File: src/rtl/uart_pkg.sv
package uart_pkg;
    typedef enum logic [2:0] {
        TX_IDLE, TX_START, TX_DATA, TX_PARITY, TX_STOP
    } tx_state_e;

    typedef enum logic [2:0] {
        RX_IDLE, RX_START, RX_DATA, RX_PARITY, RX_STOP
    } rx_state_e;

    localparam int BYTE_W = 8;
endpackage

File: src/rtl/uart_baud.sv
module uart_baud #(
    parameter int DIV_W = 16
) (
    input  logic             clk,
    input  logic             rst_n,
    input  logic [DIV_W-1:0] div,
    output logic             tick
);
    logic [DIV_W-1:0] cnt;

    always_ff @(posedge clk or negedge rst_n) begin
        if (!rst_n) begin
            cnt  <= '0;
            tick <= 1'b0;
        end else if (cnt >= div) begin
            cnt  <= '0;
            tick <= 1'b1;
        end else begin
            cnt  <= cnt + 1'b1;
            tick <= 1'b0;
        end
    end

    // tick spacing never shorter than the divisor allows
    assert_tick_spacing_R2: assert property (@(posedge clk) disable iff (!rst_n)
        (tick && div != '0) |=> !tick);
endmodule

File: src/rtl/uart_fifo.sv
module uart_fifo #(
    parameter int W     = 8,
    parameter int DEPTH = 16,
    localparam int AW   = $clog2(DEPTH),
    localparam int CW   = AW + 1
) (
    input  logic          clk,
    input  logic          rst_n,
    input  logic          push,
    input  logic [W-1:0]  wdata,
    input  logic          pop,
    output logic [W-1:0]  rdata,
    output logic [CW-1:0] count
);
    logic [W-1:0]  mem [DEPTH];
    logic [AW-1:0] wp, rp;
    logic          full, empty, do_push, do_pop;

    assign full    = (count == CW'(DEPTH));
    assign empty   = (count == '0);
    assign do_push = push && !full;
    assign do_pop  = pop && !empty;
    assign rdata   = mem[rp];

    function automatic logic [AW-1:0] bump(input logic [AW-1:0] p);
        return (p == AW'(DEPTH - 1)) ? '0 : p + 1'b1;
    endfunction

    always_ff @(posedge clk) begin
        if (do_push) mem[wp] <= wdata;
    end

    always_ff @(posedge clk or negedge rst_n) begin
        if (!rst_n) begin
            wp    <= '0;
            rp    <= '0;
            count <= '0;
        end else begin
            if (do_push) wp <= bump(wp);
            if (do_pop)  rp <= bump(rp);
            count <= count + CW'(do_push) - CW'(do_pop);
        end
    end

    // a push into a full queue leaves it full, never wraps
    assert_no_overflow_R10: assert property (@(posedge clk) disable iff (!rst_n)
        (full && push && !pop) |=> (count == CW'(DEPTH)));
    // popping an empty queue keeps it empty
    assert_no_underflow_R13: assert property (@(posedge clk) disable iff (!rst_n)
        (empty && pop && !push) |=> (count == '0));
endmodule

File: src/rtl/uart_tx.sv
module uart_tx
    import uart_pkg::*;
#(
    parameter int OVS   = 16,
    localparam int SW   = $clog2(OVS)
) (
    input  logic              clk,
    input  logic              rst_n,
    input  logic              tick,
    input  logic              par_en,
    input  logic              start,
    input  logic [BYTE_W-1:0] data,
    output logic              txd,
    output logic              busy
);
    tx_state_e         state, nxt;
    logic [SW-1:0]     cnt;
    logic [2:0]        bitn;
    logic [BYTE_W-1:0] shreg;
    logic              par;
    logic              bit_end;

    assign bit_end = tick && (cnt == SW'(OVS - 1));
    assign busy    = (state != TX_IDLE);

    always_ff @(posedge clk or negedge rst_n) begin
        if (!rst_n) state <= TX_IDLE;
        else        state <= nxt;
    end

    always_comb begin
        nxt = state;
        unique case (state)
            TX_IDLE:   if (start) nxt = TX_START;
            TX_START:  if (bit_end) nxt = TX_DATA;
            TX_DATA:   if (bit_end && bitn == 3'd7) nxt = par_en ? TX_PARITY : TX_STOP;
            TX_PARITY: if (bit_end) nxt = TX_STOP;
            TX_STOP:   if (bit_end) nxt = TX_IDLE;
            default:   nxt = TX_IDLE;
        endcase
    end

    always_ff @(posedge clk or negedge rst_n) begin
        if (!rst_n) begin
            cnt   <= '0;
            bitn  <= '0;
            shreg <= '0;
            par   <= 1'b0;
        end else if (state == TX_IDLE) begin
            cnt  <= '0;
            bitn <= '0;
            if (start) begin
                shreg <= data;
                par   <= ^data;
            end
        end else if (tick) begin
            cnt <= cnt + 1'b1;
            if (bit_end && state == TX_DATA) begin
                shreg <= shreg >> 1;
                bitn  <= bitn + 1'b1;
            end
        end
    end

    always_comb begin
        unique case (state)
            TX_IDLE:   txd = 1'b1;
            TX_START:  txd = 1'b0;
            TX_DATA:   txd = shreg[0];
            TX_PARITY: txd = par;
            TX_STOP:   txd = 1'b1;
            default:   txd = 1'b1;
        endcase
    end

    // an accepted load drives the start bit on the next cycle
    assert_start_bit_low_R2: assert property (@(posedge clk) disable iff (!rst_n)
        (start && state == TX_IDLE) |=> !txd);
endmodule

File: src/rtl/uart_rx.sv
module uart_rx
    import uart_pkg::*;
#(
    parameter int OVS   = 16,
    localparam int SW   = $clog2(OVS)
) (
    input  logic              clk,
    input  logic              rst_n,
    input  logic              tick,
    input  logic              par_en,
    input  logic              rxd,
    output logic              done,
    output logic [BYTE_W-1:0] data,
    output logic              pe,
    output logic              fe
);
    rx_state_e         state, nxt;
    logic [1:0]        sync;
    logic              rxd_s;
    logic [SW-1:0]     cnt;
    logic [2:0]        bitn;
    logic [BYTE_W-1:0] shreg;
    logic              pbit;
    logic              mid, half;

    assign rxd_s = sync[1];
    assign mid   = tick && (cnt == SW'(OVS - 1));
    assign half  = tick && (cnt == SW'(OVS / 2 - 1));

    always_ff @(posedge clk or negedge rst_n) begin
        if (!rst_n) sync <= 2'b11;
        else        sync <= {sync[0], rxd};
    end

    always_ff @(posedge clk or negedge rst_n) begin
        if (!rst_n) state <= RX_IDLE;
        else        state <= nxt;
    end

    always_comb begin
        nxt = state;
        unique case (state)
            RX_IDLE:   if (!rxd_s) nxt = RX_START;
            RX_START:  if (half) nxt = rxd_s ? RX_IDLE : RX_DATA;
            RX_DATA:   if (mid && bitn == 3'd7) nxt = par_en ? RX_PARITY : RX_STOP;
            RX_PARITY: if (mid) nxt = RX_STOP;
            RX_STOP:   if (mid) nxt = RX_IDLE;
            default:   nxt = RX_IDLE;
        endcase
    end

    always_ff @(posedge clk or negedge rst_n) begin
        if (!rst_n) begin
            cnt   <= '0;
            bitn  <= '0;
            shreg <= '0;
            pbit  <= 1'b0;
            done  <= 1'b0;
            data  <= '0;
            pe    <= 1'b0;
            fe    <= 1'b0;
        end else begin
            done <= 1'b0;
            unique case (state)
                RX_IDLE: begin
                    cnt  <= '0;
                    bitn <= '0;
                end
                RX_START: if (tick) cnt <= half ? '0 : cnt + 1'b1;
                RX_DATA: if (tick) begin
                    cnt <= cnt + 1'b1;
                    if (mid) begin
                        shreg <= {rxd_s, shreg[BYTE_W-1:1]};
                        bitn  <= bitn + 1'b1;
                    end
                end
                RX_PARITY: if (tick) begin
                    cnt <= cnt + 1'b1;
                    if (mid) pbit <= rxd_s;
                end
                RX_STOP: if (tick) begin
                    cnt <= cnt + 1'b1;
                    if (mid) begin
                        done <= 1'b1;
                        data <= shreg;
                        pe   <= par_en && ((^shreg) != pbit);
                        fe   <= !rxd_s;
                    end
                end
                default: cnt <= '0;
            endcase
        end
    end

    // a start bit that is high again at the half-bit point is abandoned
    assert_start_reject_R8: assert property (@(posedge clk) disable iff (!rst_n)
        (state == RX_START && half && rxd_s) |=> (state == RX_IDLE && !done));
    // a byte is only delivered out of the stop-bit state
    assert_done_from_stop_R2: assert property (@(posedge clk) disable iff (!rst_n)
        done |-> ($past(state) == RX_STOP));
endmodule

File: src/rtl/uart_fifo_core.sv
module uart_fifo_core
    import uart_pkg::*;
#(
    parameter int DIV_W = 16,
    parameter int DEPTH = 16,
    parameter int OVS   = 16
) (
    input  logic             clk,
    input  logic             rst_n,
    input  logic             cfg_fifo_mode,
    input  logic             cfg_tx_en,
    input  logic             cfg_par_en,
    input  logic [3:0]       cfg_trig,
    input  logic [DIV_W-1:0] cfg_div,
    input  logic             host_wr,
    input  logic [7:0]       host_wdata,
    input  logic             host_rd,
    output logic [15:0]      host_rdata,
    output logic             rx_avail,
    output logic             ovr_flag,
    output logic             txd,
    input  logic             rxd,
    output logic             irq_rx_done,
    output logic             irq_rx_err,
    output logic             irq_tx_req
);
    localparam int CW    = $clog2(DEPTH) + 1;
    localparam int RXE_W = BYTE_W + 2;

    logic              tick;
    logic              rx_done, rx_pe, rx_fe;
    logic [BYTE_W-1:0] rx_byte;
    logic              tx_busy, tx_load;
    logic [BYTE_W-1:0] tx_data;

    uart_baud #(.DIV_W(DIV_W)) u_baud (
        .clk(clk), .rst_n(rst_n), .div(cfg_div), .tick(tick));

    uart_rx #(.OVS(OVS)) u_rx (
        .clk(clk), .rst_n(rst_n), .tick(tick), .par_en(cfg_par_en), .rxd(rxd),
        .done(rx_done), .data(rx_byte), .pe(rx_pe), .fe(rx_fe));

    uart_tx #(.OVS(OVS)) u_tx (
        .clk(clk), .rst_n(rst_n), .tick(tick), .par_en(cfg_par_en),
        .start(tx_load), .data(tx_data), .txd(txd), .busy(tx_busy));

    // ---------------- receive storage ----------------
    logic [RXE_W-1:0]  rxf_head;
    logic [CW-1:0]     rxf_count;
    logic              rxf_full;
    logic [BYTE_W-1:0] rx_hold;
    logic              rx_hfull;
    logic              rx_drop;

    uart_fifo #(.W(RXE_W), .DEPTH(DEPTH)) u_rxf (
        .clk(clk), .rst_n(rst_n),
        .push(rx_done && cfg_fifo_mode), .wdata({rx_fe, rx_pe, rx_byte}),
        .pop(host_rd && cfg_fifo_mode), .rdata(rxf_head), .count(rxf_count));

    assign rxf_full = (rxf_count == CW'(DEPTH));
    assign rx_drop  = rx_done && (cfg_fifo_mode ? rxf_full : rx_hfull);

    always_ff @(posedge clk or negedge rst_n) begin
        if (!rst_n) begin
            rx_hold     <= '0;
            rx_hfull    <= 1'b0;
            ovr_flag    <= 1'b0;
            irq_rx_done <= 1'b0;
            irq_rx_err  <= 1'b0;
        end else begin
            if (!cfg_fifo_mode && rx_done && !rx_hfull) begin
                rx_hold  <= rx_byte;
                rx_hfull <= 1'b1;
            end else if (!cfg_fifo_mode && host_rd) begin
                rx_hfull <= 1'b0;
            end
            if (rx_drop) ovr_flag <= 1'b1;
            irq_rx_done <= rx_done && !rx_drop;
            irq_rx_err  <= rx_drop || (rx_done && (rx_pe || rx_fe));
        end
    end

    assign host_rdata = cfg_fifo_mode ? {{(16 - RXE_W){1'b0}}, rxf_head}
                                      : {8'h00, rx_hold};
    assign rx_avail   = cfg_fifo_mode ? (rxf_count != '0) : rx_hfull;

    // ---------------- transmit storage ----------------
    logic [BYTE_W-1:0] txf_head, tx_hold;
    logic [CW-1:0]     txf_count, thr;
    logic              tx_hfull, drain, go_f, go_s;

    uart_fifo #(.W(BYTE_W), .DEPTH(DEPTH)) u_txf (
        .clk(clk), .rst_n(rst_n),
        .push(host_wr && cfg_fifo_mode), .wdata(host_wdata),
        .pop(tx_load && cfg_fifo_mode), .rdata(txf_head), .count(txf_count));

    assign thr     = CW'(cfg_trig) + CW'(1);
    assign go_f    = cfg_fifo_mode && cfg_tx_en && (txf_count != '0) && (drain || txf_count >= thr);
    assign go_s    = !cfg_fifo_mode && cfg_tx_en && tx_hfull;
    assign tx_load = !tx_busy && (go_f || go_s);
    assign tx_data = cfg_fifo_mode ? txf_head : tx_hold;

    always_ff @(posedge clk or negedge rst_n) begin
        if (!rst_n) begin
            tx_hold    <= '0;
            tx_hfull   <= 1'b0;
            drain      <= 1'b0;
            irq_tx_req <= 1'b0;
        end else begin
            if (!cfg_fifo_mode && host_wr && !tx_hfull) begin
                tx_hold  <= host_wdata;
                tx_hfull <= 1'b1;
            end else if (tx_load && !cfg_fifo_mode) begin
                tx_hfull <= 1'b0;
            end
            if (tx_load && cfg_fifo_mode && txf_count == CW'(1) && !host_wr)
                drain <= 1'b0;
            else if (cfg_fifo_mode && cfg_tx_en && txf_count >= thr)
                drain <= 1'b1;
            irq_tx_req <= tx_load && (!cfg_fifo_mode || txf_count == CW'(1));
        end
    end

    // overrun flag is sticky
    assert_ovr_sticky_R4: assert property (@(posedge clk) disable iff (!rst_n)
        ovr_flag |=> ovr_flag);
    // a stored-byte pulse always leaves data visible to the host
    assert_avail_after_done_R3: assert property (@(posedge clk) disable iff (!rst_n)
        (irq_rx_done && !$past(host_rd)) |-> rx_avail);
    // in FIFO mode the request pulse means the queue ran dry
    assert_tx_req_empty_R11: assert property (@(posedge clk) disable iff (!rst_n)
        (irq_tx_req && cfg_fifo_mode && !$past(host_wr)) |-> (txf_count == '0));
    // the transmitter never starts a FIFO burst below the threshold
    assert_tx_gate_R9: assert property (@(posedge clk) disable iff (!rst_n)
        (cfg_fifo_mode && $rose(tx_busy) && !$past(drain)) |-> $past(txf_count >= thr));
endmodule

File: config.mk
export PLATFORM = sky130hd
export DESIGN_NAME = uart_fifo_core
export DESIGN_NICKNAME = d
export VERILOG_FILES = /design/src/rtl/uart_pkg.sv /design/src/rtl/uart_baud.sv /design/src/rtl/uart_fifo.sv /design/src/rtl/uart_tx.sv /design/src/rtl/uart_rx.sv /design/src/rtl/uart_fifo_core.sv
export SDC_FILE = /design/constraint.sdc
export NUM_CORES = 1
export LEC_CHECK = 0
export ABC_AREA = 0
export BUFFER_PORTS_ARGS = -buffer_cell sky130_fd_sc_hd__buf_4
export CAP_MARGIN = 20
export CELL_PAD_IN_SITES_DETAIL_PLACEMENT = 1
export CELL_PAD_IN_SITES_GLOBAL_PLACEMENT = 1
export CORE_MARGIN = 2
export CORE_UTILIZATION = 52
export DETAILED_ROUTE_END_ITERATION = 10
export GPL_ROUTABILITY_DRIVEN = 1
export HOLD_SLACK_MARGIN = 0.1
export PLACE_DENSITY_LB_ADDON = 0.1
export RECOVER_POWER = 100
export SLEW_MARGIN = 20
export SYNTH_ARGS = -nofsm -noshare
export SYNTH_HDL_FRONTEND = slang
export SYNTH_SLANG_ARGS = --single-unit
File: constraint.sdc
create_clock -name clk -period 4.15 [get_ports clk]
set_input_delay 0.2075 -clock clk [delete_from_list [all_inputs] [get_ports clk]]
set_output_delay 0.2075 -clock clk [all_outputs]
set_load 0.01 [all_outputs]
==> run_results.csv <==
group,metric,value,unit
layout,n_fill_cell,3117,
setup_path,crit_type,"flop to primary output",
synthesis,synth-main-ff-cell,"edfxtp_1",
setup_path,cp_max_fo,27,
setup_path,worstRegToRegCells,19,
sta,worst_pin_slew,1720,ps
floorplan,dieWidth,188,um
global_routing,grt_max_degree,118,
cts,cts.sinks,405,
synthesis,syn_inst,1174,
cts,cts.clk_slew.worst_paths,60,ps
power_and_ir_drop,ir_drop,0.000528,V
placed_design,dp_hpwl,24700,um
detailed_routing,via_per_inst,5.60,
floorplan,initial_core_util,52.8,%
floorplan,boundaryPins,58,
sta,relSlewSlack,-16.2,%
detailed_routing,remaining_drc_errors,0,
global_routing,grt_pass1_vias,10700,
layout,nets,1355,
sta,setup_tns,0,ps
outcome,violations,"capacitance limit, slew limit",
sta,fin_crit,3620,ps
synthesis,syn_area_per_cell,15.0,sq um
setup_path,rr_endpoint,"u_txf.count[4]",
cts,cts.htree.levels,2,
cts,clockBufferDepth,3,
cts,clk_latency,530,ps
synthesis,ys_ff_latch,405,
floorplan,rows,67,
placed_design,io_buffers,51,
setup_path,cp.required,3940,ps
placed_design,place.gp.congestion,0.772,
power_and_ir_drop,leakagePower,0.00799,uW
setup_path,cp.arrival,3410,ps
sta,finalClockSkew,17.1,ps
synthesis,yosysWarnings,0,
floorplan,core_area,0.0334,sq mm
detailed_routing,drtIter0Drc,548,
global_routing,overflow,0,
detailed_routing,wl,36800,um
hold_path,hold_path_class,"input pin to flop",
layout,syn2layout_area_growth,14.0,%
hold_path,hold_path_end,"u_baud.tick",
layout,mostFrequentLayoutCell,"edfxtp_1",
cts,cts_buffers,43,
synthesis,yosysUniqueCellTypes,63,
setup_path,rrSetupSlack,570,ps
power_and_ir_drop,power.total,11600,uW
setup_path,rr_startpoint,"u_txf.count[0]",
synthesis,seq_area_frac_synth,65.6,%
synthesis,synthArstFlopShare,28.9,%
run,maxCapViolCount,2,
cts,cts_resized,0,
layout,antenna_cells,0,
detailed_routing,dr.pass1.iters,4,
sta,hold_violations,0,
setup_path,start_kind,"flop",
outcome,outcome,"finished, violations left",
detailed_routing,drt-wirelength-per-cell,21.1,um
sta,drv_slew,16,
sta,rsz0062_at_grt,"no",
detailed_routing,dr_total_vias,9795,
cts,cts-root-buf,"clkbuf_16",
cts,cts_tree,"done",
global_routing,grt_pass1_wl,60300,um
synthesis,syn_area,0.0177,sq mm
sta,max_freq,0.276,GHz
power_and_ir_drop,powerDensity,575,mW/mm^2
layout,drive_gt1_share,16.2,%
hold_path,hp-start,"cfg_div[15]",
global_routing,antenna_found_initial,0,
detailed_routing,detail-route-antenna-nets,0,
hold_path,hold_depth,5,
setup_path,cp-end-kind,"primary output",
sta,finalCritPeriodShare,87.2,%
synthesis,synth_edf_count,288,
layout,layout_common_cells,"edfxtp_1, dfrtp_1, nand2_1",
global_routing,grt_usage,21.8,%
floorplan,dieHeight,188,um
sta,setup_viol,0,
floorplan,fp.dieArea,0.0355,sq mm
## layout make-up
cell class | instances | area [sq um] | area share [%]
flip-flops and latches | 405 | 11600 | 57.5
multi-input cells | 666 | 5620 | 27.9
clock buffers | 58 | 1160 | 5.77
repair buffers | 99 | 644 | 3.20
well taps | 448 | 561 | 2.78
clock inverters | 21 | 374 | 1.86
inverters | 51 | 191 | 0.951
## metrics by stage
stage	utilization (%)	std cells	setup WS, ps	area (sq um)	hold slack (ps)
2_1_floorplan	-	1179	930	17700	-88.1
3_3_place_gp	55.6	1654	683	18600	319
3_5_place_dp	55.6	1654	547	18600	318
4_1_cts	60.6	1747	543	20300	245
5_1_grt	60.2	1748	213	20100	278
6_report	60.2	1748	532	20100	250
## worst max path at each step
stage | start | slack (ps) | endpoint
after detailed placement | cfg_trig[0] | 550 | u_txf.count[4]
after CTS | u_txf.count[0] | 540 | u_txf.count[4]
final | u_rxf.rp[0] | 530 | host_rdata[2]
after global routing | u_rxf.rp[0] | 210 | host_rdata[2]
after floorplan | u_txf.count[0] | 930 | u_txf.count[4]
after global placement | cfg_trig[0] | 680 | u_txf.count[4]
## cells in the mapped netlist (4+ instances only)
cell | count | share of area, %
o221ai_1 | 16 | 0.79
mux2_2 | 38 | 2.4
dfrtp_1 | 115 | 16
nor3_1 | 13 | 0.37
mux4_2 | 55 | 7.0
a221oi_2 | 4 | 0.34
a21oi_1 | 45 | 1.3
inv_1 | 48 | 1.0
nand2_1 | 107 | 2.3
buf_1 | 6 | 0.13
mux2i_1 | 57 | 3.2
o21ai_1 | 5 | 0.14
or2_2 | 4 | 0.14
buf_4 | 8 | 0.34
nand4_1 | 9 | 0.32
o21ai_0 | 21 | 0.60
and2_1 | 5 | 0.18
a22o_1 | 10 | 0.50
and3_1 | 8 | 0.28
nand3_1 | 24 | 0.68
mux2_1 | 7 | 0.45
xor2_1 | 13 | 0.64
ha_1 | 51 | 3.6
a21o_1 | 21 | 0.89
nand2b_1 | 12 | 0.43
buf_2 | 6 | 0.17
clkbuf_1 | 32 | 0.68
edfxtp_1 | 288 | 49
xnor2_1 | 32 | 1.6
nor2_1 | 61 | 1.3
o22ai_1 | 8 | 0.28
## flip-flops by register name, summed over array words and instances, names as in the netlist, 2 cells and up
name         flops
u_txf.count      5
u_rx.sync        2
u_txf.wp         4
u_rx.data        8
u_tx.shreg       8
u_tx.bitn        3
u_txf.rp         4
u_rx.shreg       8
u_rx.cnt         4
rx_hold          8
u_tx.cnt         4
u_baud.cnt      16
u_txf.mem      128
u_rxf.rp         4
u_rxf.count      5
u_rx.bitn        3
tx_hold          8
u_rxf.mem      160
u_rxf.wp         4
u_rx.state       3
u_tx.state       3
## cell families after synthesis
logic type	share of synthesized area [%]
adder cells (fa/ha/maj)	3.84
other	0.0212
buffers and inverters	2.79
AND/OR/NAND/NOR	6.38
multiplexers	13.3
XOR/XNOR	2.32
flip-flops	65.6
AO/OA/AOI/OAI	5.73
## per-layer routing
metal / global-route usage [%] / vias to the layer above / routed length (um)
li1: - / 4592 / -
met1: 28.7 / 5025 / 15800
met2: 38.8 / 127 / 19400
met3: 2.50 / 51 / 928
met4: 5.29 / 0 / 664
met5: 0 / - / 0
## critical path: stages, from the launching register on
cell,delay [ps]
dfrtp_4,740
clkbuf_1,770
mux4_2,620
o22ai_1,170
a21oi_1,80
mux2_1,330
buf_4,150
## timing repair
action,in CTS,in global routing
hold buffers,14,0
endpoints found under the hold margin,256,0
setup buffers,0,0
## where the power goes
| part | switching, uW | internal, uW | leakage, uW |
|---|---|---|---|
| registers | 402 | 4610 | 0.00441 |
| logic | 1250 | 1200 | 0.00283 |
| clock network | 1530 | 2590 | 0.000740 |
Note: power is estimated with default switching activity, not from simulation.
